--- src/rtl/wlm_pkg.sv ---
package wlm_pkg;

    localparam int DW = 32;

    typedef enum logic [1:0] {
        TGT_NONE = 2'd0,
        TGT_BASE = 2'd1,
        TGT_DATA = 2'd2,
        TGT_APER = 2'd3
    } tgt_e;

    typedef enum logic [1:0] {
        SRC_ZERO = 2'd0,
        SRC_BASE = 2'd1,
        SRC_SRAM = 2'd2
    } rsp_src_e;

    typedef struct packed {
        logic [DW-1:0] base;
        logic          rvalid;
        rsp_src_e      src;
    } bridge_state_t;

endpackage

--- src/rtl/wlm_decode.sv ---
module wlm_decode
    import wlm_pkg::*;
#(
    parameter int REG_AW     = 12,
    parameter int BASE_OFS   = 32'h068,
    parameter int DATA_OFS   = 32'h06C,
    parameter int APER_OFS   = 32'h800,
    parameter int APER_BYTES = 2048
) (
    input  logic [REG_AW-3:0] word_addr,
    output tgt_e              tgt
);
    localparam int APER_LSB = $clog2(APER_BYTES);
    localparam logic [REG_AW-1:0] BASE_A = REG_AW'(BASE_OFS);
    localparam logic [REG_AW-1:0] DATA_A = REG_AW'(DATA_OFS);
    localparam logic [REG_AW-1:0] APER_A = REG_AW'(APER_OFS);

    logic aper_hit;

    generate
        if (APER_LSB >= REG_AW) begin : g_aper_all
            assign aper_hit = 1'b1;
        end else begin : g_aper_slice
            assign aper_hit = (word_addr[REG_AW-3:APER_LSB-2] == APER_A[REG_AW-1:APER_LSB]);
        end
    endgenerate

    always_comb begin
        if (aper_hit) begin
            tgt = TGT_APER;
        end else if (word_addr == BASE_A[REG_AW-1:2]) begin
            tgt = TGT_BASE;
        end else if (word_addr == DATA_A[REG_AW-1:2]) begin
            tgt = TGT_DATA;
        end else begin
            tgt = TGT_NONE;
        end
    end

endmodule

--- src/rtl/wlm_addr_gen.sv ---
module wlm_addr_gen
    import wlm_pkg::*;
#(
    parameter int MEM_BYTES  = 512 * 1024,
    parameter int APER_BYTES = 2048,
    localparam int APER_LSB  = $clog2(APER_BYTES),
    localparam int SRAM_AW   = $clog2(MEM_BYTES) - 2
) (
    input  tgt_e               tgt,
    input  logic [DW-3:0]      base_w,
    input  logic [APER_LSB-3:0] ofs_word,
    output logic               hit,
    output logic               in_range,
    output logic [SRAM_AW-1:0] word
);
    localparam logic [DW-3:0] MEM_WORDS = (DW-2)'(MEM_BYTES / 4);

    logic [DW-3:0] local_word;

    always_comb begin
        hit        = 1'b0;
        local_word = base_w;
        unique case (tgt)
            TGT_APER: begin
                hit        = 1'b1;
                local_word = {base_w[DW-3:APER_LSB-2], ofs_word};
            end
            TGT_DATA: begin
                hit        = 1'b1;
                local_word = base_w;
            end
            default: begin
                hit        = 1'b0;
                local_word = base_w;
            end
        endcase
        in_range = (local_word < MEM_WORDS);
        word     = local_word[SRAM_AW-1:0];
    end

endmodule

--- src/rtl/wlm_bridge.sv ---
module wlm_bridge
    import wlm_pkg::*;
#(
    parameter int MEM_BYTES  = 512 * 1024,
    parameter int APER_BYTES = 2048,
    parameter int REG_AW     = 12,
    parameter int BASE_OFS   = 32'h068,
    parameter int DATA_OFS   = 32'h06C,
    parameter int APER_OFS   = 32'h800,
    localparam int APER_LSB  = $clog2(APER_BYTES),
    localparam int SRAM_AW   = $clog2(MEM_BYTES) - 2
) (
    input  logic               clk,
    input  logic               rst_n,
    input  logic               reg_req,
    input  logic               reg_we,
    input  logic [REG_AW-1:0]  reg_addr,
    input  logic [DW-1:0]      reg_wdata,
    output logic               reg_rvalid,
    output logic [DW-1:0]      reg_rdata,
    output logic               sram_en,
    output logic               sram_we,
    output logic [SRAM_AW-1:0] sram_addr,
    output logic [DW-1:0]      sram_wdata,
    input  logic [DW-1:0]      sram_rdata
);
    bridge_state_t st_d, st_q;
    tgt_e          tgt;
    logic          win_hit;
    logic          win_in_range;
    logic [SRAM_AW-1:0] win_word;
    logic          rd_req;
    logic          unused_lsbs;

    assign unused_lsbs = ^reg_addr[1:0];
    assign rd_req      = reg_req & ~reg_we;

    wlm_decode #(
        .REG_AW    (REG_AW),
        .BASE_OFS  (BASE_OFS),
        .DATA_OFS  (DATA_OFS),
        .APER_OFS  (APER_OFS),
        .APER_BYTES(APER_BYTES)
    ) decode_i (
        .word_addr(reg_addr[REG_AW-1:2]),
        .tgt      (tgt)
    );

    wlm_addr_gen #(
        .MEM_BYTES (MEM_BYTES),
        .APER_BYTES(APER_BYTES)
    ) addr_gen_i (
        .tgt     (tgt),
        .base_w  (st_q.base[DW-1:2]),
        .ofs_word(reg_addr[APER_LSB-1:2]),
        .hit     (win_hit),
        .in_range(win_in_range),
        .word    (win_word)
    );

    // next-state computation
    always_comb begin
        st_d        = st_q;
        st_d.rvalid = rd_req;
        st_d.src    = SRC_ZERO;
        if (rd_req) begin
            unique case (tgt)
                TGT_BASE: st_d.src = SRC_BASE;
                TGT_DATA,
                TGT_APER: st_d.src = win_in_range ? SRC_SRAM : SRC_ZERO;
                default:  st_d.src = SRC_ZERO;
            endcase
        end
        if (reg_req && reg_we && (tgt == TGT_BASE)) begin
            st_d.base = reg_wdata;
        end
    end

    always_ff @(posedge clk) begin
        if (!rst_n) begin
            st_q <= '{base: '0, rvalid: 1'b0, src: SRC_ZERO};
        end else begin
            st_q <= st_d;
        end
    end

    // local memory port
    always_comb begin
        sram_en    = reg_req & win_hit & win_in_range;
        sram_we    = sram_en & reg_we;
        sram_addr  = win_word;
        sram_wdata = reg_wdata;
    end

    // response path
    always_comb begin
        reg_rvalid = st_q.rvalid;
        reg_rdata  = '0;
        if (st_q.rvalid) begin
            unique case (st_q.src)
                SRC_BASE: reg_rdata = st_q.base;
                SRC_SRAM: reg_rdata = sram_rdata;
                default:  reg_rdata = '0;
            endcase
        end
    end


    rd_rsp_chk: assert property (@(posedge clk) disable iff (!rst_n)
        (reg_req && !reg_we) |=> reg_rvalid);


    no_spurious_rsp_chk: assert property (@(posedge clk) disable iff (!rst_n)
        !(reg_req && !reg_we) |=> !reg_rvalid);


    base_upd_chk: assert property (@(posedge clk) disable iff (!rst_n)
        (reg_req && reg_we && (tgt == TGT_BASE)) |=> (st_q.base == $past(reg_wdata)));


    unmapped_zero_chk: assert property (@(posedge clk) disable iff (!rst_n)
        (reg_req && !reg_we && (tgt == TGT_NONE)) |=> (reg_rdata == '0));


    sram_gate_chk: assert property (@(posedge clk) disable iff (!rst_n)
        sram_en |-> (reg_req && win_in_range));


    base_hold_chk: assert property (@(posedge clk) disable iff (!rst_n)
        !(reg_req && reg_we && (tgt == TGT_BASE)) |=> $stable(st_q.base));

endmodule

--- config.mk ---
export PLATFORM = sky130hd
export DESIGN_NAME = wlm_bridge
export DESIGN_NICKNAME = d
export VERILOG_FILES = /design/src/rtl/wlm_pkg.sv /design/src/rtl/wlm_decode.sv /design/src/rtl/wlm_addr_gen.sv /design/src/rtl/wlm_bridge.sv
export SDC_FILE = /design/constraint.sdc
export NUM_CORES = 1
export LEC_CHECK = 0
export BUFFER_PORTS_ARGS = -buffer_cell sky130_fd_sc_hd__buf_2
export CORE_UTILIZATION = 30
export CTS_CLUSTER_DIAMETER = 100
export DETAILED_ROUTE_END_ITERATION = 10
export PLACE_DENSITY = 0.65
export SYNTH_ARGS = -nofsm -noshare
export SYNTH_HDL_FRONTEND = slang
export SYNTH_SLANG_ARGS = --single-unit
export TNS_END_PERCENT = 100
--- constraint.sdc ---
create_clock -name clk -period 3.9 [get_ports clk]
set_clock_uncertainty 0.1 [all_clocks]
set_input_delay 0.39 -clock clk [delete_from_list [all_inputs] [get_ports clk]]
set_output_delay 0.39 -clock clk [all_outputs]
set_load 0.01 [all_outputs]
==> impl_metrics.env <==
export IMPL_layout_drive_gt1_share_pct=45.23
export IMPL_nets=481
export IMPL_globalRouteMet3Util_pct=4.293
export IMPL_startpoint_type="flop"
export IMPL_grt_antenna_before_repair=0
export IMPL_diodes=0
export IMPL_hold_viol=0
export IMPL_transition_at_the_pin_with_the_smallest_max_transition_slack_ns=1.219
export IMPL_synth_yosys_seq_area_share_pct=29.88
export IMPL_vias_per_cell=4.638
export IMPL_route_final_wire_length_um=6176
export IMPL_port_buffer_count=161
export IMPL_finalWeightedCongestion=0.6876
export IMPL_whs_ns=0.2368
export IMPL_flow_area_growth_from_synthesis_pct=24.76
export IMPL_setup_viol=0
export IMPL_syn_area_um2=2345
export IMPL_critPathRequiredTime_ns=3.41
export IMPL_floorplan_initialDensity_pct=31.65
export IMPL_r2r_depth=3
export IMPL_final_min_clock_period_ns=2.603
export IMPL_grt_busiest_layer="met2"
export IMPL_dr_pass1_iterations=4
export IMPL_min_path_cells=2
export IMPL_postCtsHoldBufs=0
export IMPL_layout_commonest_cell="sky130_fd_sc_hd__buf_2"
export IMPL_dp_hpwl_um=4665
export IMPL_mappedNetlistNets=371
export IMPL_antenna_left=0
export IMPL_timing_final_max_slew_violations=0
export IMPL_timing_setup_critical_path_class="flop to output pin"
export IMPL_ir_worst_vdd_mv=0.1194
export IMPL_die_area_um2=8173
export IMPL_routedWlPerCell_um=12.43
export IMPL_drc=0
export IMPL_yosysWarnings=0
export IMPL_placed_cell_area_um2=2853
export IMPL_num_vias=2305
export IMPL_cell_leakage_power_nw=1.344
export IMPL_cp_end_kind="output pin"
export IMPL_hp_start="reg_addr[2]"
export IMPL_cts_setup_buffers=0
export IMPL_netlist_instances=289
export IMPL_max_clock_freq_ghz=0.3842
export IMPL_dieHeight_um=90.41
export IMPL_grt_first_pass_wirelength_um=9818
export IMPL_post_cts_resize_count=0
export IMPL_worst_hold_endpoint="st_q[0]$_SDFF_PN0_"
export IMPL_synth_edf_count=0
export IMPL_htree_num_levels=2
export IMPL_fin_area_um2=2925
export IMPL_timing_max_cap_violations=0
export IMPL_design_portCount=164
export IMPL_first_global_vias=2119
export IMPL_synth_area_per_cell_um2=8.113
export IMPL_gr_total_overflow=0
export IMPL_powerDensity_nw_per_um2=244.5
export IMPL_cts_tree="yes"
export IMPL_crit_reg2reg_launch="st_q[34]$_SDFFE_PN0P_"
export IMPL_numCtsBuffers=5
export IMPL_synth_seq_cells=35
export IMPL_design_power_total_mw=0.7152
export IMPL_clkSinkCount=35
export IMPL_result_of_the_run="completed"
export IMPL_floorplan_die_width_um=90.41
export IMPL_rsz_0062_raised_after_global_routing="false"
export IMPL_rows=31
export IMPL_global_route_usage_total_pct=14.80
export IMPL_reg2reg_setup_slack_ns=2.58
export IMPL_drt_iter0_markers=75
export IMPL_met1_usage_pct=16.44
export IMPL_layout_cells_most_common_list="sky130_fd_sc_hd__buf_2, sky130_fd_sc_hd__nand2_1, sky130_fd_sc_hd__dfxtp_1"
export IMPL_share_of_synthesized_flip_flops_with_an_asynchronous_set_or_reset_pct=0
export IMPL_critical_path_max_fanout=32
export IMPL_share_of_the_cycle_needed_by_the_critical_path_after_routing_pct=66.73
export IMPL_reg2reg_to="st_q[1]$_SDFF_PN0_"
export IMPL_pin_count_of_the_biggest_net_entering_global_routing=41
export IMPL_clock_insertion_delay_at_the_later_pin_of_the_skew_report_ns=0.28
export IMPL_netlist_cell_type_count=24
export IMPL_final_setup_tns_ns=0
export IMPL_critPathArrivalTime_ns=2.11
export IMPL_postSynth_topFlopCell="sky130_fd_sc_hd__dfxtp_1"
export IMPL_ctsRootBufferMaster="sky130_fd_sc_hd__clkbuf_8"
export IMPL_clkSlewWorstSetupHoldPaths_ns=0.07
export IMPL_max_clock_path_buffers=2
export IMPL_timing_slew_headroom_pct=18.74
export IMPL_worstHoldPathType="input port to flop"
export IMPL_global_route_usage_met2_pct=27.29
export IMPL_core_area_um2=7408
## synthesized netlist by cell type, drive strengths merged (2+ instances only)
cell type,count,share of area (%)
a22oi,32,10
buf,47,17
clkbuf,14,2.2
dfxtp,35,30
ha,2,1.1
inv,4,0.64
mux2,9,4.3
mux2i,32,14
nand2,65,10
nor2,33,5.3
nor3,4,0.85
nor4,2,0.53
## worst max-delay path, stage by stage (launching register included)
cell and delay, ns:
sky130_fd_sc_hd__dfxtp_1 0.32, sky130_fd_sc_hd__inv_1 0.06, sky130_fd_sc_hd__ha_1 0.96, sky130_fd_sc_hd__a22oi_1 0.19, sky130_fd_sc_hd__nor2_1 0.15, sky130_fd_sc_hd__buf_2 0.14
## cells by family after synthesis
group | count (synthesis) | synth area share (%)
simple gates | 113 | 20.86
flops | 35 | 29.88
mux | 41 | 17.98
compound gates | 33 | 10.62
buf+inv | 65 | 19.58
fa+ha+maj | 2 | 1.067
## where the power goes
group	total [mW]	internal, mW	switching, mW
clock network	0.237	0.119	0.118
logic	0.119	0.0580	0.0615
registers	0.358	0.358	0.000349
total	0.715	0.535	0.180
## state kept, by name, indices dropped and copies added (netlist names)
signal / count
reg_rvalid: 1
st_q: 34
## per-stage QoR
step	setup slack [ns]	util, %	instances
2_1_floorplan	2.183	-	289
3_3_place_gp	1.606	38.51	491
3_5_place_dp	1.548	38.51	491
4_1_cts	1.229	39.49	497
5_1_grt	1.100	39.49	497
6_report	1.297	39.49	497
## layout make-up
cell class	instances	area (µm²)
flip-flops and latches	35	700.7
clock buffers	6	72.57
multi-input cells	189	1185
inverters	4	15.01
repair buffers	164	828.3
fillers	803	4483
well taps	99	123.9
## how the worst max path moves through the flow
stage / start / endpoint / slack [ns] / cells past startpoint
after CTS: st_q[0]$_SDFF_PN0_ / reg_rdata[21] / 1.23 / 5
after global routing: st_q[0]$_SDFF_PN0_ / reg_rdata[29] / 1.10 / 5
after global placement: st_q[0]$_SDFF_PN0_ / reg_rdata[25] / 1.61 / 5
after detailed placement: st_q[0]$_SDFF_PN0_ / reg_rdata[21] / 1.55 / 5
after floorplan: reg_addr[9] / sram_en / 2.18 / 3
final: st_q[0]$_SDFF_PN0_ / reg_rdata[25] / 1.30 / 5
## metal layers
metal  wire (µm)  up-vias
met5           0        -
met4          62        0
met3         439        5
met2        3020      109
met1        2653     1034
li1            -     1157
(Power assumes the default switching activity.)
